==> config.mk <==
export PLATFORM = sky130hd
export DESIGN_NAME = bridge_limit_ctrl
export DESIGN_NICKNAME = d
export VERILOG_FILES = /design/src/rtl/blc_pkg.sv /design/src/rtl/blc_rst_sync.sv /design/src/rtl/blc_fold.sv /design/src/rtl/blc_window.sv /design/src/rtl/blc_latch.sv /design/src/rtl/bridge_limit_ctrl.sv
export SDC_FILE = /design/constraint.sdc
export NUM_CORES = 1
export LEC_CHECK = 0
export BUFFER_PORTS_ARGS = -buffer_cell sky130_fd_sc_hd__buf_2
export CAP_MARGIN = 20
export CORE_ASPECT_RATIO = 0.9
export CORE_MARGIN = 10
export CORE_UTILIZATION = 50
export CTS_BUF_LIST = sky130_fd_sc_hd__clkbuf_8
export DETAILED_ROUTE_END_ITERATION = 10
export GPL_TIMING_DRIVEN = 0
export PLACE_DENSITY = 0.67
export SYNTH_ARGS = -nofsm -noshare
export SYNTH_HDL_FRONTEND = slang
export SYNTH_SLANG_ARGS = --single-unit
==> constraint.sdc <==
create_clock -name clk -period 1.58 [get_ports clk]
set_input_delay 0.316 -clock clk [delete_from_list [all_inputs] [get_ports clk]]
set_output_delay 0.316 -clock clk [all_outputs]
set_load 0.01 [all_outputs]
==> src/rtl/blc_pkg.sv <==
package blc_pkg;
  typedef struct packed {
    logic short_f;
    logic otemp_f;
  } blc_fault_t;
endpackage

==> src/rtl/blc_rst_sync.sv <==
module blc_rst_sync (
  input  logic clk,
  input  logic rst_n,
  output logic rst_sync_n
);
  logic [1:0] stage_q;

  always_ff @(posedge clk or negedge rst_n) begin
    if (!rst_n) stage_q <= 2'b00;
    else        stage_q <= {stage_q[0], 1'b1};
  end

  assign rst_sync_n = stage_q[1];
endmodule

==> src/rtl/blc_fold.sv <==
module blc_fold #(
  parameter int CUR_W   = 8,
  parameter int TEMP_W  = 8,
  parameter int LIM_NOM = 65,
  parameter int LIM_HOT = 40,
  parameter int T_FOLD  = 160,
  parameter int T_FLOOR = 175
) (
  input  logic [TEMP_W-1:0] temp_code,
  output logic [CUR_W-1:0]  limit
);
  localparam int SPAN = T_FLOOR - T_FOLD;
  localparam int DROP = LIM_NOM - LIM_HOT;
  localparam int PW   = TEMP_W + CUR_W + 1;

  generate
    if (SPAN > 0) begin : g_ramp
      logic [PW-1:0] excess;
      logic [PW-1:0] scaled;
      always_comb begin
        excess = PW'(temp_code) - PW'(T_FOLD);
        scaled = (excess * PW'(DROP)) / PW'(SPAN);
        if (temp_code <= TEMP_W'(T_FOLD))       limit = CUR_W'(LIM_NOM);
        else if (temp_code >= TEMP_W'(T_FLOOR)) limit = CUR_W'(LIM_HOT);
        else                                    limit = CUR_W'(PW'(LIM_NOM) - scaled);
      end
    end else begin : g_step
      always_comb begin
        if (temp_code <= TEMP_W'(T_FOLD)) limit = CUR_W'(LIM_NOM);
        else                              limit = CUR_W'(LIM_HOT);
      end
    end
  endgenerate
endmodule

==> src/rtl/blc_window.sv <==
module blc_window #(
  parameter int TICKS = 20
) (
  input  logic clk,
  input  logic rst_n,
  input  logic tick,
  input  logic load,
  output logic active
);
  localparam int CW = $clog2(TICKS + 1);

  logic [CW-1:0] cnt_q, cnt_d;
  logic          cnt_en;

  assign active = (cnt_q != '0);
  assign cnt_en = load | (tick & active);

  always_comb begin
    cnt_d = cnt_q;
    if (load)                cnt_d = CW'(TICKS);
    else if (tick && active) cnt_d = cnt_q - 1'b1;
  end

  always_ff @(posedge clk or negedge rst_n) begin
    if (!rst_n)      cnt_q <= '0;
    else if (cnt_en) cnt_q <= cnt_d;
  end
endmodule

==> src/rtl/blc_latch.sv <==
module blc_latch (
  input  logic clk,
  input  logic rst_n,
  input  logic set,
  input  logic clr,
  output logic q
);
  logic q_d, q_en;

  assign q_en = set | clr;

  always_comb begin
    q_d = q;
    if (set)      q_d = 1'b1;
    else if (clr) q_d = 1'b0;
  end

  always_ff @(posedge clk or negedge rst_n) begin
    if (!rst_n)    q <= 1'b0;
    else if (q_en) q <= q_d;
  end
endmodule

==> src/rtl/bridge_limit_ctrl.sv <==
module bridge_limit_ctrl #(
  parameter int CUR_W       = 8,
  parameter int TEMP_W      = 8,
  parameter int OFF_TICKS   = 20,
  parameter int BLANK_TICKS = 16,
  parameter int LIM_NOM     = 65,
  parameter int LIM_HOT     = 40,
  parameter int SHORT_THR   = 80,
  parameter int T_FOLD      = 160,
  parameter int T_FLOOR     = 175,
  parameter int OT_TRIP     = 175,
  parameter int OT_HYST     = 15
) (
  input  logic              clk,
  input  logic              rst_n,
  input  logic              us_tick,
  input  logic              act_pulse,
  input  logic              clr_pulse,
  input  logic [CUR_W-1:0]  cur_code,
  input  logic [TEMP_W-1:0] temp_code,
  output logic              tri_req,
  output logic              short_flag,
  output logic              otemp_flag
);
  import blc_pkg::*;

  localparam int OT_RELEASE = OT_TRIP - OT_HYST;

  logic             rst_ok_n;
  logic [CUR_W-1:0] limit;
  logic             blank_act, blank_open;
  logic             off_act, off_load, lim_trip;
  blc_fault_t       fset, fclr, fstate;

  blc_rst_sync u_rst (.clk(clk), .rst_n(rst_n), .rst_sync_n(rst_ok_n));

  blc_fold #(
    .CUR_W(CUR_W), .TEMP_W(TEMP_W), .LIM_NOM(LIM_NOM), .LIM_HOT(LIM_HOT),
    .T_FOLD(T_FOLD), .T_FLOOR(T_FLOOR)
  ) u_fold (.temp_code(temp_code), .limit(limit));

  blc_window #(.TICKS(BLANK_TICKS)) u_blank (
    .clk(clk), .rst_n(rst_ok_n), .tick(us_tick), .load(act_pulse), .active(blank_act)
  );

  blc_window #(.TICKS(OFF_TICKS)) u_off (
    .clk(clk), .rst_n(rst_ok_n), .tick(us_tick), .load(off_load), .active(off_act)
  );

  always_comb begin
    blank_open   = act_pulse | blank_act;
    lim_trip     = ~blank_open & ~off_act & (cur_code >= limit);
    off_load     = lim_trip | (act_pulse & off_act);
    fset.short_f = blank_open & (cur_code > CUR_W'(SHORT_THR));
    fset.otemp_f = (temp_code > TEMP_W'(OT_TRIP));
    fclr.short_f = clr_pulse;
    fclr.otemp_f = clr_pulse & (temp_code <= TEMP_W'(OT_RELEASE));
  end

  blc_latch u_short (
    .clk(clk), .rst_n(rst_ok_n), .set(fset.short_f), .clr(fclr.short_f), .q(fstate.short_f)
  );

  blc_latch u_otemp (
    .clk(clk), .rst_n(rst_ok_n), .set(fset.otemp_f), .clr(fclr.otemp_f), .q(fstate.otemp_f)
  );

  assign short_flag = fstate.short_f;
  assign otemp_flag = fstate.otemp_f;
  assign tri_req    = off_act | fstate.short_f | fstate.otemp_f;
endmodule

After elaboration in Yosys (flattened, before gate mapping)
Cells that the tools add are included.
{ "word_totals": {"input_bits": 21, "wordCells": 55, "output_inout_bits": 3, "regBits": 14} }
{ "op_classes": {"n_mul": 1, "n_lt_le_gt_ge": 5, "muxes": 10, "bitwise_logic": 17, "n_reduce_logical": 12, "addsub": 4, "div": 1} }
{ "ops": {"columns": ["cell", "count"], "rows": [
  ["5-bit two-way mux", 4],
  ["17-bit by 4-bit divider with 17-bit output, second input constant", 1],
  ["17-bit by 5-bit multiplier with 17-bit output, second input constant", 1],
  ["8-bit two-way mux", 2],
  ["5-bit nonzero test", 2],
  ["5-bit by 1-bit subtractor with 5-bit output, second input constant", 2],
  ["8-bit by 8-bit subtractor with 9-bit output, second input constant", 1],
  ["8-bit >= comparator", 1],
  ["8-bit >= comparator, second input constant", 1],
  ["8-bit by 7-bit > comparator with 1-bit output, second input constant", 1],
  ["8-bit > comparator, second input constant", 1],
  ["8-bit <= comparator, second input constant", 1],
  ["1-bit OR", 8],
  ["2-bit AND reduction", 4],
  ["2-bit nonzero test", 4],
  ["7-bit by 8-bit subtractor with 8-bit output, first input constant", 1],
  ["1-bit bitwise AND", 7],
  ["1-bit two-way mux", 4],
  ["1-bit logical AND", 2],
  ["1-bit inverter", 2]
]} }

Logic depth before layout (Yosys ltp)
{ "logic_depth": {"word_depth": 11, "mapped_depth": 56, "mapped_depth_nobuf": 53} }

By module
From an unflattened synthesis, not the netlist that was laid out.
{ "unflattened": {"cells_unflattened": 791, "area_unflattened_um2": 5921.9} }
{ "modules_own_cells": {"columns": ["module", "n_inst", "area_each_um2", "cells_each"], "rows": [
  ["blc_fold", 1, 5002.3, 690],
  ["bridge_limit_ctrl", 1, 285.3, 40],
  ["blc_window (u_blank)", 1, 255.2, 26],
  ["blc_window (u_off)", 1, 252.7, 26],
  ["blc_latch", 2, 36.3, 3],
  ["blc_rst_sync", 1, 53.8, 3]
]} }

Least setup slack after synthesis
Ideal clock, no wire load.
{ "synth_path": {"path_type": "input to register", "start": "in temp_code[5]", "end": "reg u_off.cnt_q[2]", "path_stages": 54, "t_required_ns": 1.453, "setup_ns": 0.127, "t_arrival_ns": 11.297, "setup_slack_ns": -9.845, "n_path_buf": 2, "cell_sequence": "inv_1 > ha_1 > inv_1 > ha_1 > ha_1 > ha_1 > inv_1 > fa_1 > inv_1 > ha_1 > buf_6 > a21oi_1 > o21ai_2 > or2_1 > buf_6 > a221oi_4 > a31oi_2 > xor2_1 > [18 not listed] > a311oi_1 > o211ai_1 > a221o_1 > a22oi_1 > ha_1 > nand2b_1 > a21oi_1 > nor2b_1 > o21ai_0 > nand2b_1 > a21oi_1 > nor2b_1 > o21ai_0 > nand2b_1 > a21oi_1 > nor4_1 > a21o_1 > or2_2"} }
{ "synth_via": {"elab_chain_len": 11, "word_cells_on_any_way": 15, "classes_between": "add/sub: 2; mul: 1; div: 1; order compare: 3; mux: 3; bitwise: 3; reduce/logical: 2"} }
{ "synth_rtl": {"columns": ["item", "line_no", "rtl"], "rows": [
  ["from (decl)", "bridge_limit_ctrl.sv:20", "input logic [TEMP_W-1:0] temp_code,"],
  ["8-bit by 8-bit subtractor with 9-bit output", "blc_fold.sv:21", "excess = PW'(temp_code) - PW'(T_FOLD);"],
  ["17-bit by 5-bit multiplier with 17-bit output", "blc_fold.sv:22", "scaled = (excess * PW'(DROP)) / PW'(SPAN);"],
  ["17-bit by 4-bit divider with 17-bit output", "blc_fold.sv:22", null],
  ["7-bit by 8-bit subtractor with 8-bit output", "blc_fold.sv:25", "else limit = CUR_W'(PW'(LIM_NOM) - scaled);"],
  ["8-bit two-way mux", "blc_fold.sv:24", "else if (temp_code >= TEMP_W'(T_FLOOR)) limit = CUR_W'(LIM_HOT);"],
  ["8-bit two-way mux (*)", "blc_fold.sv:23", "if (temp_code <= TEMP_W'(T_FOLD)) limit = CUR_W'(LIM_NOM);"],
  ["8-bit >= comparator (*)", "bridge_limit_ctrl.sv:52", "lim_trip = ~blank_open & ~off_act & (cur_code >= limit);"],
  ["1-bit bitwise AND (*)", "bridge_limit_ctrl.sv:52", null],
  ["1-bit OR (*)", "bridge_limit_ctrl.sv:53", "off_load = lim_trip | (act_pulse & off_act);"],
  ["2-bit nonzero test (no source line) or 1-bit OR (tied branches)", null, null],
  ["2-bit AND reduction (no source line)", null, null],
  ["to (signal assigned)", "blc_window.sv:26", "else if (cnt_en) cnt_q <= cnt_d;"],
  ["to (decl)", "blc_window.sv:12", "logic [CW-1:0] cnt_q, cnt_d;"]
]} }
Every way passes the cells marked *; elsewhere a longest branch is shown, timed or not.
A chain may end at the register's enable or synchronous reset.

Worst setup path after layout
{ "layout_path": {"start": "in temp_code[6]", "end": "reg u_off.cnt_q[2]"} }
Same word-level chain as after synthesis.

==> impl_metrics.env <==
export IMPL_setup_viol=6
export IMPL_area_growth_pct=29.8
export IMPL_synth_area_leaders="ha_1 (13%), dfrtp_1 (8.0%), a21oi_1 (4.2%)"
export IMPL_n_antenna_cell=0
export IMPL_cp_num_buf_inv=8
export IMPL_synthCells=537
export IMPL_fin_crit_ps=10880
export IMPL_ant_nets=0
export IMPL_worstMarginPinSlew_ps=964
export IMPL_grt_pass1_wl_microns=19200
export IMPL_viasPerCell=5.90
export IMPL_clock_root_buffer="clkbuf_8"
export IMPL_wl_per_cell_microns=15.9
export IMPL_fin_ws_ps=-9300
export IMPL_min_path_type="reg -> async"
export IMPL_drc=0
export IMPL_critical_path_class="in -> reg"
export IMPL_startpoint_type="input port"
export IMPL_cap_violations=0
export IMPL_grt_pass1_vias=4127
export IMPL_ys_warn_count=0
export IMPL_cpLargestDelayFamily="compound AO/OA/AOI/OAI gates"
export IMPL_seq_area_frac_synth_pct=8.03
export IMPL_synth_top_area_share_pct=13.5
export IMPL_layout_cells_non_filler=731
export IMPL_failed_checks="setup timing"
export IMPL_synth_nets=613
export IMPL_cp_common_cell="ha_4"
export IMPL_fmax_mhz=91.9
export IMPL_first_pass_iters=4
export IMPL_r2r_start="u_off.cnt_q[1]$_DFFE_PN0P_"
export IMPL_tns_ps=-46410
export IMPL_h_tree_depth=1
export IMPL_r2r_end="u_off.cnt_q[2]$_DFFE_PN0P_"
export IMPL_synthFlopType="dfrtp_1"
export IMPL_clock_skew_ps=1.11
export IMPL_place_inst=678
export IMPL_holdWs_ps=192
export IMPL_status="finished, violations left"
export IMPL_slew_headroom_pct=35.5
export IMPL_hpwlAfterDp_microns=8570
export IMPL_drt_iter0_markers=263
export IMPL_ys_seq_elements=14
export IMPL_synthArstFlopShare_pct=100
export IMPL_drt_total_wl_microns=11700
export IMPL_grt_usage_pct=16.8
export IMPL_rr_worst_depth=8
export IMPL_cts_sinks=14
export IMPL_end_kind="flop"
export IMPL_layout_nets=689
export IMPL_rrSetupSlack_ps=-40
export IMPL_port_buffers=22
export IMPL_row_count=32
export IMPL_clk_pin_slew_ps=60
export IMPL_arrival_ps=11010
export IMPL_die_y_microns=109
export IMPL_maxSlewViolCount=0
export IMPL_numCtsBuffers=3
export IMPL_finalCritPeriodShare_pct=689
export IMPL_ctsLongestPathBuffers=2
export IMPL_postSynthAreaPerCell_sq_um=8.12
export IMPL_place_congestion=0.879
export IMPL_layout_drive_gt1_share_pct=38.1
export IMPL_netlist_area_sq_um=4360
export IMPL_yosysTopAreaCell="ha_1"
export IMPL_core_area_sq_um=8530
export IMPL_grt_max_degree=13
export IMPL_worstPathRequired_ps=1710
export IMPL_crit_fanout=9
export IMPL_clock_latency_ps=240
export IMPL_vias=4310
export IMPL_start_util_pct=51.2
export IMPL_ys_types=110
export IMPL_dieWidth_microns=118
export IMPL_cts_tree="built"
export IMPL_slowest_stage="fa_1"
export IMPL_synth_edf_count=0
export IMPL_die_area_sq_um=12900
export IMPL_cp_slowest_stage_delay_ps=530
export IMPL_grt_overflow_total=0
export IMPL_rsz0062_at_grt="yes"
export IMPL_antenna_found_initial=0
export IMPL_hold_violations=0
export IMPL_synth_common_cells="ha_1 (47), inv_1 (41), nand2_1 (38), nor2_1 (38), a21oi_1 (37)"
export IMPL_pin_count=24
export IMPL_synth_most_common_cell="ha_1"
-- metrics by stage --
step                      instance area, sq um  setup slack (ps)  utilization, %
after global routing                      5660             -9810            66.4
final                                     5660             -9300            66.4
after detailed placement                  4800            -10450            56.2
after floorplan                           4540             -9190               -
after CTS                                 5420             -9380            63.6
after global placement                    4800            -10390            56.2
-- cells in the final DEF (no fill, tap or decap), types with 7 or more instances in the layout --
| cell | count |
|---|---|
| buf_4 | 46 |
| nand2_1 | 38 |
| ha_1 | 38 |
| nor2_1 | 35 |
| inv_1 | 33 |
| a21oi_1 | 29 |
| o21ai_0 | 24 |
| buf_2 | 23 |
| nand3_1 | 19 |
| xnor2_1 | 17 |
| dfrtp_1 | 14 |
| xor2_1 | 11 |
| a21o_1 | 10 |
| inv_2 | 9 |
| nor3_1 | 9 |
| a21oi_2 | 8 |
| fa_1 | 8 |
| xnor2_2 | 7 |
| ha_4 | 7 |
-- layout make-up --
cell class	count	area, sq um
plain buffers	9	82.6
clock buffers	4	55.1
flip-flops and latches	14	350
inverters	45	191
fillers	711	2860
repair buffers	72	538
well taps	119	149
multi-input cells	468	4300
-- kinds of logic after synthesis --
group / synth area share [%]
AO/OA/AOI/OAI: 34.0
AND/OR/NAND/NOR: 22.5
multiplexers: 3.13
buffers and inverters: 5.94
adder cells (fa/ha/maj): 17.1
flip-flops: 8.03
other: 0.0860
XOR/XNOR: 9.21
-- flip-flops by register name (all words and copies together), names as in the netlist --
signal	count
u_blank.cnt_q	5
u_off.cnt_q	5
u_otemp.q	1
u_rst.stage_q	2
u_short.q	1
-- layer usage --
| metal | vias up | part of all wire (%) | global-route usage, % |
|---|---|---|---|
| met5 | - | 0 | 0 |
| met4 | 0 | 0.16 | 2.18 |
| met3 | 2 | 2.0 | 0.930 |
| met2 | 61 | 48 | 29.1 |
| met1 | 2102 | 50 | 23.4 |
| li1 | 2145 | - | - |
-- timing repair --
item                                    CTS  global route
pin swaps                                43            41
endpoints found under the setup margin    7             8
resized for setup                        49            30
hold buffers                              1             0
hold endpoints to repair                  2             0
setup buffers                            40             9
-- how the worst max path moves through the flow --
stage	from	endpoint	slack (ps)	cells after the start
after floorplan	temp_code[6]	u_off.cnt_q[2]$_DFFE_PN0P_	-9190	54
after global placement	temp_code[6]	u_off.cnt_q[2]$_DFFE_PN0P_	-10390	54
after detailed placement	temp_code[6]	u_off.cnt_q[2]$_DFFE_PN0P_	-10450	54
after CTS	temp_code[5]	u_off.cnt_q[2]$_DFFE_PN0P_	-9380	54
after global routing	temp_code[2]	u_off.cnt_q[2]$_DFFE_PN0P_	-9810	53
final	temp_code[6]	u_off.cnt_q[2]$_DFFE_PN0P_	-9300	55
Power is left out: the tool's default activity adds up to more than one toggle a clock period on the data nets, which glitch-free logic cannot reach.
